**config.mk**
```make
export PLATFORM = sky130hd
export DESIGN_NAME = lsu_addr_align
export DESIGN_NICKNAME = d
export VERILOG_FILES = /design/src/rtl/lsu_addr_align.sv
export SDC_FILE = /design/constraint.sdc
export NUM_CORES = 1
export LEC_CHECK = 0
export ABC_AREA = 1
export BUFFER_PORTS_ARGS = -buffer_cell sky130_fd_sc_hd__buf_4
export CORE_MARGIN = 2
export CORE_UTILIZATION = 52
export DETAILED_ROUTE_END_ITERATION = 8
export HOLD_SLACK_MARGIN = 0.12
export PLACE_DENSITY = 0.83
export SLEW_MARGIN = 0
export SYNTH_ARGS = -nofsm -noshare
export SYNTH_HDL_FRONTEND = slang
export SYNTH_SLANG_ARGS = --single-unit
```
**constraint.sdc**
```tcl
create_clock -name clk -period 2.1 [get_ports clk]
set_clock_uncertainty 0.2 [all_clocks]
set_input_delay 0.42 -clock clk [delete_from_list [all_inputs] [get_ports clk]]
set_output_delay 0.42 -clock clk [all_outputs]
set_load 0.03 [all_outputs]
```
**src/rtl/lsu_addr_align.sv**
```systemverilog
module lsu_addr_align (
  input  logic        clk,
  input  logic        rst_n,
  input  logic        req_valid,
  input  logic [1:0]  addr_mode,
  input  logic [1:0]  acc_size,
  input  logic        is_signed,
  input  logic        is_store,
  input  logic [31:0] base_val,
  input  logic [31:0] off_reg,
  input  logic [7:0]  imm_val,
  input  logic [31:0] pc_val,
  input  logic [31:0] st_data,
  output logic        busy,
  output logic        fault,
  output logic        done,
  output logic [31:0] load_data,
  output logic        mem_req,
  output logic        mem_we,
  output logic [31:0] mem_addr,
  output logic [3:0]  mem_be,
  output logic [31:0] mem_wdata,
  input  logic        mem_ack,
  input  logic [31:0] mem_rdata
);

  typedef enum logic [1:0] {S_IDLE, S_BUS, S_FLT, S_DONE} state_t;
  state_t state;

  wire       word_only = addr_mode[1];
  wire [1:0] sz = (word_only || acc_size == 2'd3) ? 2'd2 : acc_size;
  wire       wr = is_store && (addr_mode != 2'b11);

  logic [31:0] off, basev, ea;
  logic [3:0]  be;
  logic [31:0] wd;

  always_comb begin
    case (addr_mode)
      2'b00:   off = off_reg;
      2'b01:   off = (sz == 2'd2) ? {25'd0, imm_val[4:0], 2'b00} :
                     (sz == 2'd1) ? {26'd0, imm_val[4:0], 1'b0} :
                                    {27'd0, imm_val[4:0]};
      default: off = {22'd0, imm_val, 2'b00};
    endcase
  end

  assign basev = (addr_mode == 2'b11) ? ((pc_val + 32'd4) & ~32'd3) : base_val;
  assign ea    = basev + off;

  wire misal = (sz == 2'd1 && ea[0]) || (sz == 2'd2 && ea[1:0] != 2'b00);

  always_comb begin
    case (sz)
      2'd0:    begin be = 4'b0001 << ea[1:0];             wd = {4{st_data[7:0]}};  end
      2'd1:    begin be = ea[1] ? 4'b1100 : 4'b0011;      wd = {2{st_data[15:0]}}; end
      default: begin be = 4'b1111;                        wd = st_data;            end
    endcase
  end

  logic [1:0] sz_q;
  logic       sgn_q;

  logic [7:0]  rd_b;
  logic [15:0] rd_h;
  logic [31:0] fmt;
  assign rd_b = mem_rdata >> {mem_addr[1:0], 3'b000};
  assign rd_h = mem_addr[1] ? mem_rdata[31:16] : mem_rdata[15:0];

  always_comb begin
    case (sz_q)
      2'd0:    fmt = {{24{sgn_q & rd_b[7]}}, rd_b};
      2'd1:    fmt = {{16{sgn_q & rd_h[15]}}, rd_h};
      default: fmt = mem_rdata;
    endcase
  end

  always_ff @(posedge clk or negedge rst_n) begin
    if (!rst_n) begin
      state     <= S_IDLE;
      mem_addr  <= '0;
      mem_be    <= '0;
      mem_we    <= 1'b0;
      mem_wdata <= '0;
      sz_q      <= '0;
      sgn_q     <= 1'b0;
      load_data <= '0;
    end else begin
      case (state)
        S_IDLE: if (req_valid) begin
          if (misal) state <= S_FLT;
          else begin
            state     <= S_BUS;
            mem_addr  <= ea;
            mem_be    <= be;
            mem_we    <= wr;
            mem_wdata <= wr ? wd : '0;
            sz_q      <= sz;
            sgn_q     <= is_signed;
          end
        end
        S_BUS: if (mem_ack) begin
          state     <= S_DONE;
          load_data <= mem_we ? '0 : fmt;
        end
        default: state <= S_IDLE;
      endcase
    end
  end

  assign busy    = state != S_IDLE;
  assign mem_req = state == S_BUS;
  assign fault   = state == S_FLT;
  assign done    = state == S_DONE;

endmodule

```
==> impl_metrics.yaml, run 1 <==
outcome:
  lastStage: "global routing (5_1_grt)"
  status: "did not finish"
  firstError: "[ERROR GRT-0232] Routing congestion too high. Check the congestion heatmap in the GUI."
global_route:
  grt-ovfl-total: 80
  grt_max_degree: 62
  grt_usage_pct: 76.74
logic_synthesis:
  synth-edff-count: 0
  synth_cell_type_count: 47
  syn_inst: 1215
  synth_seq_cells: 106
  ys_seq_area_share_pct: 32.59
  ys_async_sr_fraction_pct: 100.0
  syn_area_per_cell_um2: 6.699
  yosys_warnings: 0
  netlist_area_um2: 8139
  synth_ff_type: "dfrtp_1"
  synth_nets: 1426
place:
  place.gp.congestion: 1.033
  port_buffers: 280
  dp.final_hpwl_um: 23350
sta:
  worstEndpointType: "register input"
  worst_endpoint: "mem_addr[31]$_DFFE_PN0P_/D"
clocking:
  clock_path_buffers: 2
  cts.sinks: 106
  cts_buffers: 9
  h-tree-depth: 3
  cts_root_buffer: "clkbuf_16"
die:
  rows: 45
  dieWidth_um: 129.1
  die_h_um: 129.1
  io_pins: 283
  start_util_pct: 53.34
metal layers:
metal / GRT overflow / track usage, %
met4: 40 / 84.59
met3: 1 / 62.51
met1: 0 / 72.97
met2: 39 / 94.80
met5: 0 / 12.65
stage by stage:
step / area, µm² / utilization [%] / std cells / worst slack [ns] / setup TNS, ns
after floorplan: 8431 / - / 1215 / -0.8415 / -52.01
after global placement: 11880 / 77.87 / 1843 / -1.197 / -62.68
after detailed placement: 11880 / 77.87 / 1843 / -1.291 / -65.14
after CTS: 13540 / 88.76 / 1905 / -0.7954 / -32.53
cells in the mapped netlist (5+ instances only):
cell      number  share of area (%)
nand3b_1       7               0.65
xor2_1        20                2.2
a31oi_1        5               0.38
nor2_2         6               0.46
nand3_1       50                3.1
nand2_1      391                 18
ha_1          32                4.9
o221ai_1       7               0.75
dfrtp_1      106                 33
buf_2         10               0.61
o21ai_0       92                5.7
o211ai_1      10               0.92
clkbuf_1      23                1.1
inv_1        102                4.7
xnor2_1       17                1.8
o22ai_1        7               0.54
nand4_1       12               0.92
a22o_1        12                1.3
o21ai_2       11                1.2
o21ai_1       14               0.86
nor3_1         8               0.49
nand2_2        8               0.61
nor2_4         9                1.2
a21oi_1       68                4.2
o21bai_1       6               0.55
inv_2          7               0.32
nor2_1       145                6.7
logic make-up after synthesis:
group                    Yosys count  synth area share [%]
AO/OA/AOI/OAI                    243                 17.49
flip-flops                       106                 32.59
adder cells (fa/ha/maj)           33                 5.165
XOR/XNOR                          37                 3.982
buffers and inverters            149                 7.348
AND/OR/NAND/NOR                  647                 33.42
timing repair:
action,CTS
pin swaps,76
gates resized for setup,236
cloned,10
endpoints found under the setup margin,74
buffers inserted,36
hold buffers,2
endpoints found under the hold margin,107
==> run 2: changes to the inputs <==
--- a/config.mk
+++ b/config.mk
@@ -8,10 +8,9 @@
 export ABC_AREA = 1
 export BUFFER_PORTS_ARGS = -buffer_cell sky130_fd_sc_hd__buf_4
 export CORE_MARGIN = 2
-export CORE_UTILIZATION = 52
+export CORE_UTILIZATION = 40
 export DETAILED_ROUTE_END_ITERATION = 8
-export HOLD_SLACK_MARGIN = 0.12
-export PLACE_DENSITY = 0.83
+export PLACE_DENSITY_LB_ADDON = 0.15
 export SLEW_MARGIN = 0
 export SYNTH_ARGS = -nofsm -noshare
 export SYNTH_HDL_FRONTEND = slang
==> run 2 against run 1 <==
Against the previous run: the flow now finishes, with violations (setup timing); synthesized cell count unchanged; area after synthesis unchanged.
==> impl_metrics.yaml, run 2 <==
outcome:
  status: "complete, but fails checks"
  violations: "setup timing"
clocking:
  cts_root_buffer: "clkbuf_16"
  path_clk_slew_ns: 0.07
  cts.sinks: 106
  cts_tree: "built"
  h-tree-depth: 3
  cts_buffers: 9
  clk_latency_ns: 0.36
  clock_path_buffers: 2
logic_synthesis:
  netlist_area_um2: 8139
  synth_area_leader_cell: "dfrtp_1"
  ys_seq_area_share_pct: 32.59
  yosys_warnings: 0
  ys_async_sr_fraction_pct: 100.0
  syn_area_per_cell_um2: 6.699
  synth_seq_cells: 106
  synth_common_cells: "nand2_1 (391), nor2_1 (145), dfrtp_1 (106), inv_1 (102), o21ai_0 (92)"
  synth_top_cell_area_share_pct: 32.59
  synth.top_cells.by_area: "dfrtp_1 (33%), nand2_1 (18%), nor2_1 (6.7%), o21ai_0 (5.7%), ha_1 (4.9%)"
  synth_nets: 1426
  syn_inst: 1215
  synth-edff-count: 0
  yosysMostFrequentCell: "nand2_1"
  synth_ff_type: "dfrtp_1"
  synth_cell_type_count: 47
die:
  dieArea_um2: 21500
  io_pins: 283
  start_util_pct: 40.48
  dieWidth_um: 146.6
  rows: 52
  die_h_um: 146.6
  fp.coreArea_um2: 20100
final_layout:
  nets: 1913
  multi_input_area_um2: 6230
  fillers: 1638
  synthToLayoutAreaGrowth_pct: 75.05
  n_antenna_cell: 0
  layout_commonest_cell: "buf_4"
  seq_area_um2: 2654
  layout_common_cells: "buf_4 (457), nand2_1 (314), nor2_1 (112), dfrtp_1 (105), inv_1 (92)"
  drive_gt1_share_pct: 48.74
  reg_top3: "load_data x32, mem_addr x32, mem_wdata x32"
power:
  power_leakage_nw: 7.255
  vdd_ir_drop_max_uv: 582.6
  power_density_nw_per_um2: 962.6
  power_w: 0.01371
sta:
  whs_ns: 0.07802
  fmax_mhz: 341.4
  tightestPinTransition_ns: 0.3829
  finalHoldViolCount: 0
  finalCriticalPeriod_ns: 2.929
  grt_setup_unrepaired: "yes"
  worst_slack_ns: -0.8288
  drv_slew: 0
  finalSetupViolCount: 74
  setup_tns_ns: -40.42
  relSlewSlack_pct: 74.20
  fin_crit_sh_pct: 139.5
drt:
  final_antenna_net_count: 0
  drt-wirelength-per-cell_um: 16.08
  totalWireLength_um: 31790
  routed_via_density: 5.105
  drc: 0
  dr.first_iter.drc_count: 519
  dr.pass1.iters: 5
  vias: 10090
worst_setup_path:
  worstPathRequired_ns: 2.15
  crit_path_end_kind: "flip-flop"
  critical-path-top-delay-family: "simple AND/OR/NAND/NOR gates"
  critical_path_peak_fanout: 4
  critPathKind: "in2reg"
  cp_slowest_cell: "ha_1"
  crit-reg2reg-launch: "mem_addr[1]"
  critPathLaunch: "pc_val[2]"
  critPathLaunchType: "primary input"
  slowest_delay_ns: 0.31
  path_buf_inv: 3
  crit_arrival_ns: 2.98
  crit_chain: "buf_8, nand2_1, nor2_4, nand2_2, nor2_4, nand2_2, nor2_4, nand4_1, xor2_1, a21oi_2, ha_1, inv_1, nor3_4, buf_4, a21oi_2, nand2_2, a21oi_2, nand3_1, nand3_2, nand2_1"
worst_hold_path:
  min_from: "is_signed"
  hold_class: "in2reg"
place:
  place.gp.congestion: 0.9785
  place_ws_ns: -1.313
  dp.final_hpwl_um: 23120
  port_buffers: 280
run:
  maxCapViolations: 0
global_route:
  grt_usage_pct: 28.08
  grt_pass1_wl_um: 48820
  grt_max_degree: 48
  antenna_found_initial: 0
  grt_pass1_vias: 9813
  grt-ovfl-total: 0
[run 2: cell counts after synthesis]
Identical to the previous run, type by type.
[run 2: kinds of logic after synthesis]
group | synth area share [%]
xor gates and xnor gates | 3.982
and+or+nand+nor | 33.42
AOI/OAI and AO/OA | 17.49
DFF | 32.59
buffers and inverters | 7.348
adders and majority gates | 5.165
[run 2: worst register-to-register path: stages (launching register included)]
cell	delay, ns
dfrtp_2	0.47
inv_2	0.07
nand2_1	0.06
nand2_1	0.07
a22oi_2	0.27
nor2_4	0.07
nor2_8	0.15
o21ai_2	0.09
nand2_4	0.18
o21ai_0	0.12
[run 2: repair_timing]
action	in CTS	in global routing
pin swaps	66	87
cloned	9	0
resized for setup	200	188
endpoints found under the hold margin	21	0
hold buffers	1	0
buffers inserted	35	25
setup endpoints to repair	74	90
[run 2: cell type report]
class,instances,share of cell area (%)
multi-input cells,960,43.73
repair buffers,515,30.09
well taps,270,2.371
clock inverters,7,0.5269
clock buffers,9,1.581
flip-flops and latches,106,18.63
inverters,110,3.082
[run 2: metal layers]
| layer | GRT usage (%) | wire (µm) |
|---|---|---|
| met1 | 36.19 | 13480 |
| met2 | 48.90 | 15720 |
| met3 | 3.562 | 1700 |
| met4 | 9.126 | 896 |
| met5 | 0 | 0 |
[run 2: stage by stage]
stage               instance area, µm²  util [%]  std cells
finish                           14250     70.87       1977
global route                     14250     70.87       1977
detailed placement               11960     59.49       1901
floorplan                         8431         -       1215
global placement                 11960     59.49       1901
CTS                              13480     67.04       1962
[run 2: path summary, 6_finish.rpt]
kind | endpoint | slack (ns) | cells past startpoint
setup / recovery | mem_addr[31] | -0.83 | 20
setup reg to reg | load_data[29] | 0.25 | 9
hold reg to reg | mem_addr[30] | 0.28 | 2
min in group asynchronous | mem_wdata[0] | 0.31 | 2
max in group asynchronous | mem_addr[1] | 0.79 | 3
hold / removal | sgn_q | 0.08 | 3
[run 2: power by group]
part           internal [W]  total [W]  switching [W]
logic               0.00344    0.00835        0.00491
registers           0.00292    0.00358       0.000660
clock network      0.000933    0.00178       0.000848
Note: power is estimated with default switching activity, not from simulation.
==> run 3: changes to the inputs <==
--- a/config.mk
+++ b/config.mk
@@ -6,10 +6,11 @@
 export NUM_CORES = 1
 export LEC_CHECK = 0
 export ABC_AREA = 1
-export BUFFER_PORTS_ARGS = -buffer_cell sky130_fd_sc_hd__buf_4
 export CORE_MARGIN = 2
 export CORE_UTILIZATION = 40
+export CTS_CLUSTER_SIZE = 12
 export DETAILED_ROUTE_END_ITERATION = 8
+export DONT_BUFFER_PORTS = 1
 export PLACE_DENSITY_LB_ADDON = 0.15
 export SLEW_MARGIN = 0
 export SYNTH_ARGS = -nofsm -noshare
==> run 3 against run 2 <==
Against the previous run: the flow finishes with violations (hold timing, setup timing); non-clock buffer count is 288 lower; register-to-register slack worse by 0.08 ns; critical path depth rose by 3; hold slack worse by 0.53 ns; critical endpoint unchanged; cell count fell by 15%; largest cell class unchanged.
==> impl_metrics.yaml, run 3 (synthesis results as in run 2) <==
sta:
  tightestPinTransition_ns: 0.5424
  relSlewSlack_pct: 63.71
  fin_crit_sh_pct: 136.2
  worst_slack_ns: -0.7606
  fmax_mhz: 349.6
  finalCriticalPeriod_ns: 2.861
  grt_setup_unrepaired: "yes"
  finalSetupViolCount: 72
  drv_slew: 0
  finalHoldViolCount: 106
  whs_ns: -0.4561
clocking:
  cts_tree: "built"
  cts_buffers: 9
  cts.sinks: 106
  cts_root_buffer: "clkbuf_16"
  clock_path_buffers: 2
  h-tree-depth: 3
  cts-hold-fix-buffers: 1
  path_clk_slew_ns: 0.09
  clk_latency_ns: 0.35
final_layout:
  nets: 1625
  layout_commonest_cell: "nand2_1"
  synthToLayoutAreaGrowth_pct: 50.56
  fillers: 1772
  n_antenna_cell: 0
  drive_gt1_share_pct: 40.66
  layout_common_cells: "nand2_1 (294), buf_4 (162), nor2_1 (109), dfrtp_1 (106), inv_1 (90)"
  reg_top3: "load_data x32, mem_addr x32, mem_wdata x32"
worst_setup_path:
  crit-reg2reg-launch: "mem_addr[1]"
  worstPathRequired_ns: 2.15
  critPathLaunch: "pc_val[3]"
  critPathKind: "in2reg"
  crit_path_end_kind: "flip-flop"
  critical_path_peak_fanout: 5
  critPathLaunchType: "primary input"
  crit_arrival_ns: 2.91
  rr_worst_depth: 9
die:
  io_pins: 283
  fp.coreArea_um2: 20100
  start_util_pct: 40.48
  rows: 52
  dieWidth_um: 146.6
  die_h_um: 146.6
  dieArea_um2: 21500
place:
  dp.final_hpwl_um: 21120
  port_buffers: 0
  place.gp.congestion: 0.9099
global_route:
  grt-ovfl-total: 0
  grt_max_degree: 107
  grt_pass1_vias: 8821
  antenna_found_initial: 0
  grt_pass1_wl_um: 44430
  grt_usage_pct: 25.49
drt:
  totalWireLength_um: 28990
  drc: 0
  final_antenna_net_count: 0
  dr.pass1.iters: 5
  dr.first_iter.drc_count: 402
  routed_via_density: 5.285
  drt-wirelength-per-cell_um: 17.17
  vias: 8926
power:
  power_w: 0.01199
  power_density_nw_per_um2: 978.4
  vdd_ir_drop_max_uv: 437.8
  power_leakage_nw: 5.859
outcome:
  violations: "hold timing, setup timing"
  status: "complete, but fails checks"
run:
  maxCapViolations: 0
worst_hold_path:
  hold_class: "in2async"
-- run 3: cell count changes in the layout (fill, tap and decap cells not counted), moves of 5 or more --
cell     before  now
nand2_1     314  294
nand2_2      52   67
buf_6        34   48
ha_2          0    7
nor2_2       22   15
nor2_4       26   36
nand3_1      36   31
buf_12       16    9
buf_4       457  162
-- run 3: metrics by stage --
stage	utilization (%)	setup TNS (ns)	area [µm²]	worst slack (ns)	std cells
global placement	48.20	-55.55	9691	-1.196	1607
finish	60.95	-30.63	12250	-0.7606	1689
floorplan	-	-52.01	8431	-0.8415	1215
global route	60.95	-38.23	12250	-0.9435	1689
detailed placement	48.20	-56.16	9691	-1.193	1607
CTS	56.10	-23.72	11280	-0.6399	1672
-- run 3: power breakdown --
part	internal, W	total, W	leakage [nW]	switching, W
logic	0.00221	0.00491	4.36	0.00269
registers	0.00289	0.00539	1.35	0.00250
clock network	0.000837	0.00169	0.143	0.000853
-- run 3: cell type report --
cell class              count  area (µm²)  area share [%]
repair buffers            227        2095           17.09
well taps                 270       337.8           2.757
flip-flops and latches    106        2653           21.65
multi-input cells         960        6449           52.62
clock buffers               9       225.2           1.838
inverters                 110       431.7           3.523
clock inverters             7       63.81          0.5207
-- run 3: repair_timing --
action,CTS,global route
buffers inserted,42,26
pin swaps,112,124
setup endpoints to repair,72,88
cloned,6,3
gates resized for setup,225,220
endpoints found under the hold margin,107,106
-- run 3: routing by layer --
metal | vias up | GRT usage [%] | wire length [µm]
li1 | 4369 | - | -
met1 | 4144 | 33.12 | 12090
met2 | 354 | 42.37 | 13950
met3 | 59 | 4.563 | 2059
met4 | 0 | 9.612 | 892
met5 | - | 0 | 0
-- run 3: worst paths after layout --
path	to	slack, ns
worst max-delay path	mem_addr[31]	-0.76
worst min-delay path	mem_wdata[16]	-0.46
worst max register to register	load_data[29]	0.17
worst min register to register	state[0]	0.33
max in group asynchronous	sz_q[1]	1.98
min in group clk	mem_wdata[3]	0.02
-- run 3: worst max-delay path: stages --
cell	delay, ns
ha_4	0.13
nand2_4	0.05
nor2_4	0.09
nand2_2	0.08
nor3_4	0.25
buf_6	0.16
nand2_8	0.06
nor2_4	0.14
nand2_2	0.06
xor2_1	0.18
a21oi_2	0.10
ha_4	0.31
nand2_4	0.07
nor3_4	0.19
nand2_2	0.11
inv_2	0.07
nand2_2	0.05
nand2_2	0.09
inv_2	0.04
nand2_2	0.05
nand3_2	0.08
nand3_2	0.06
nand2_1	0.05
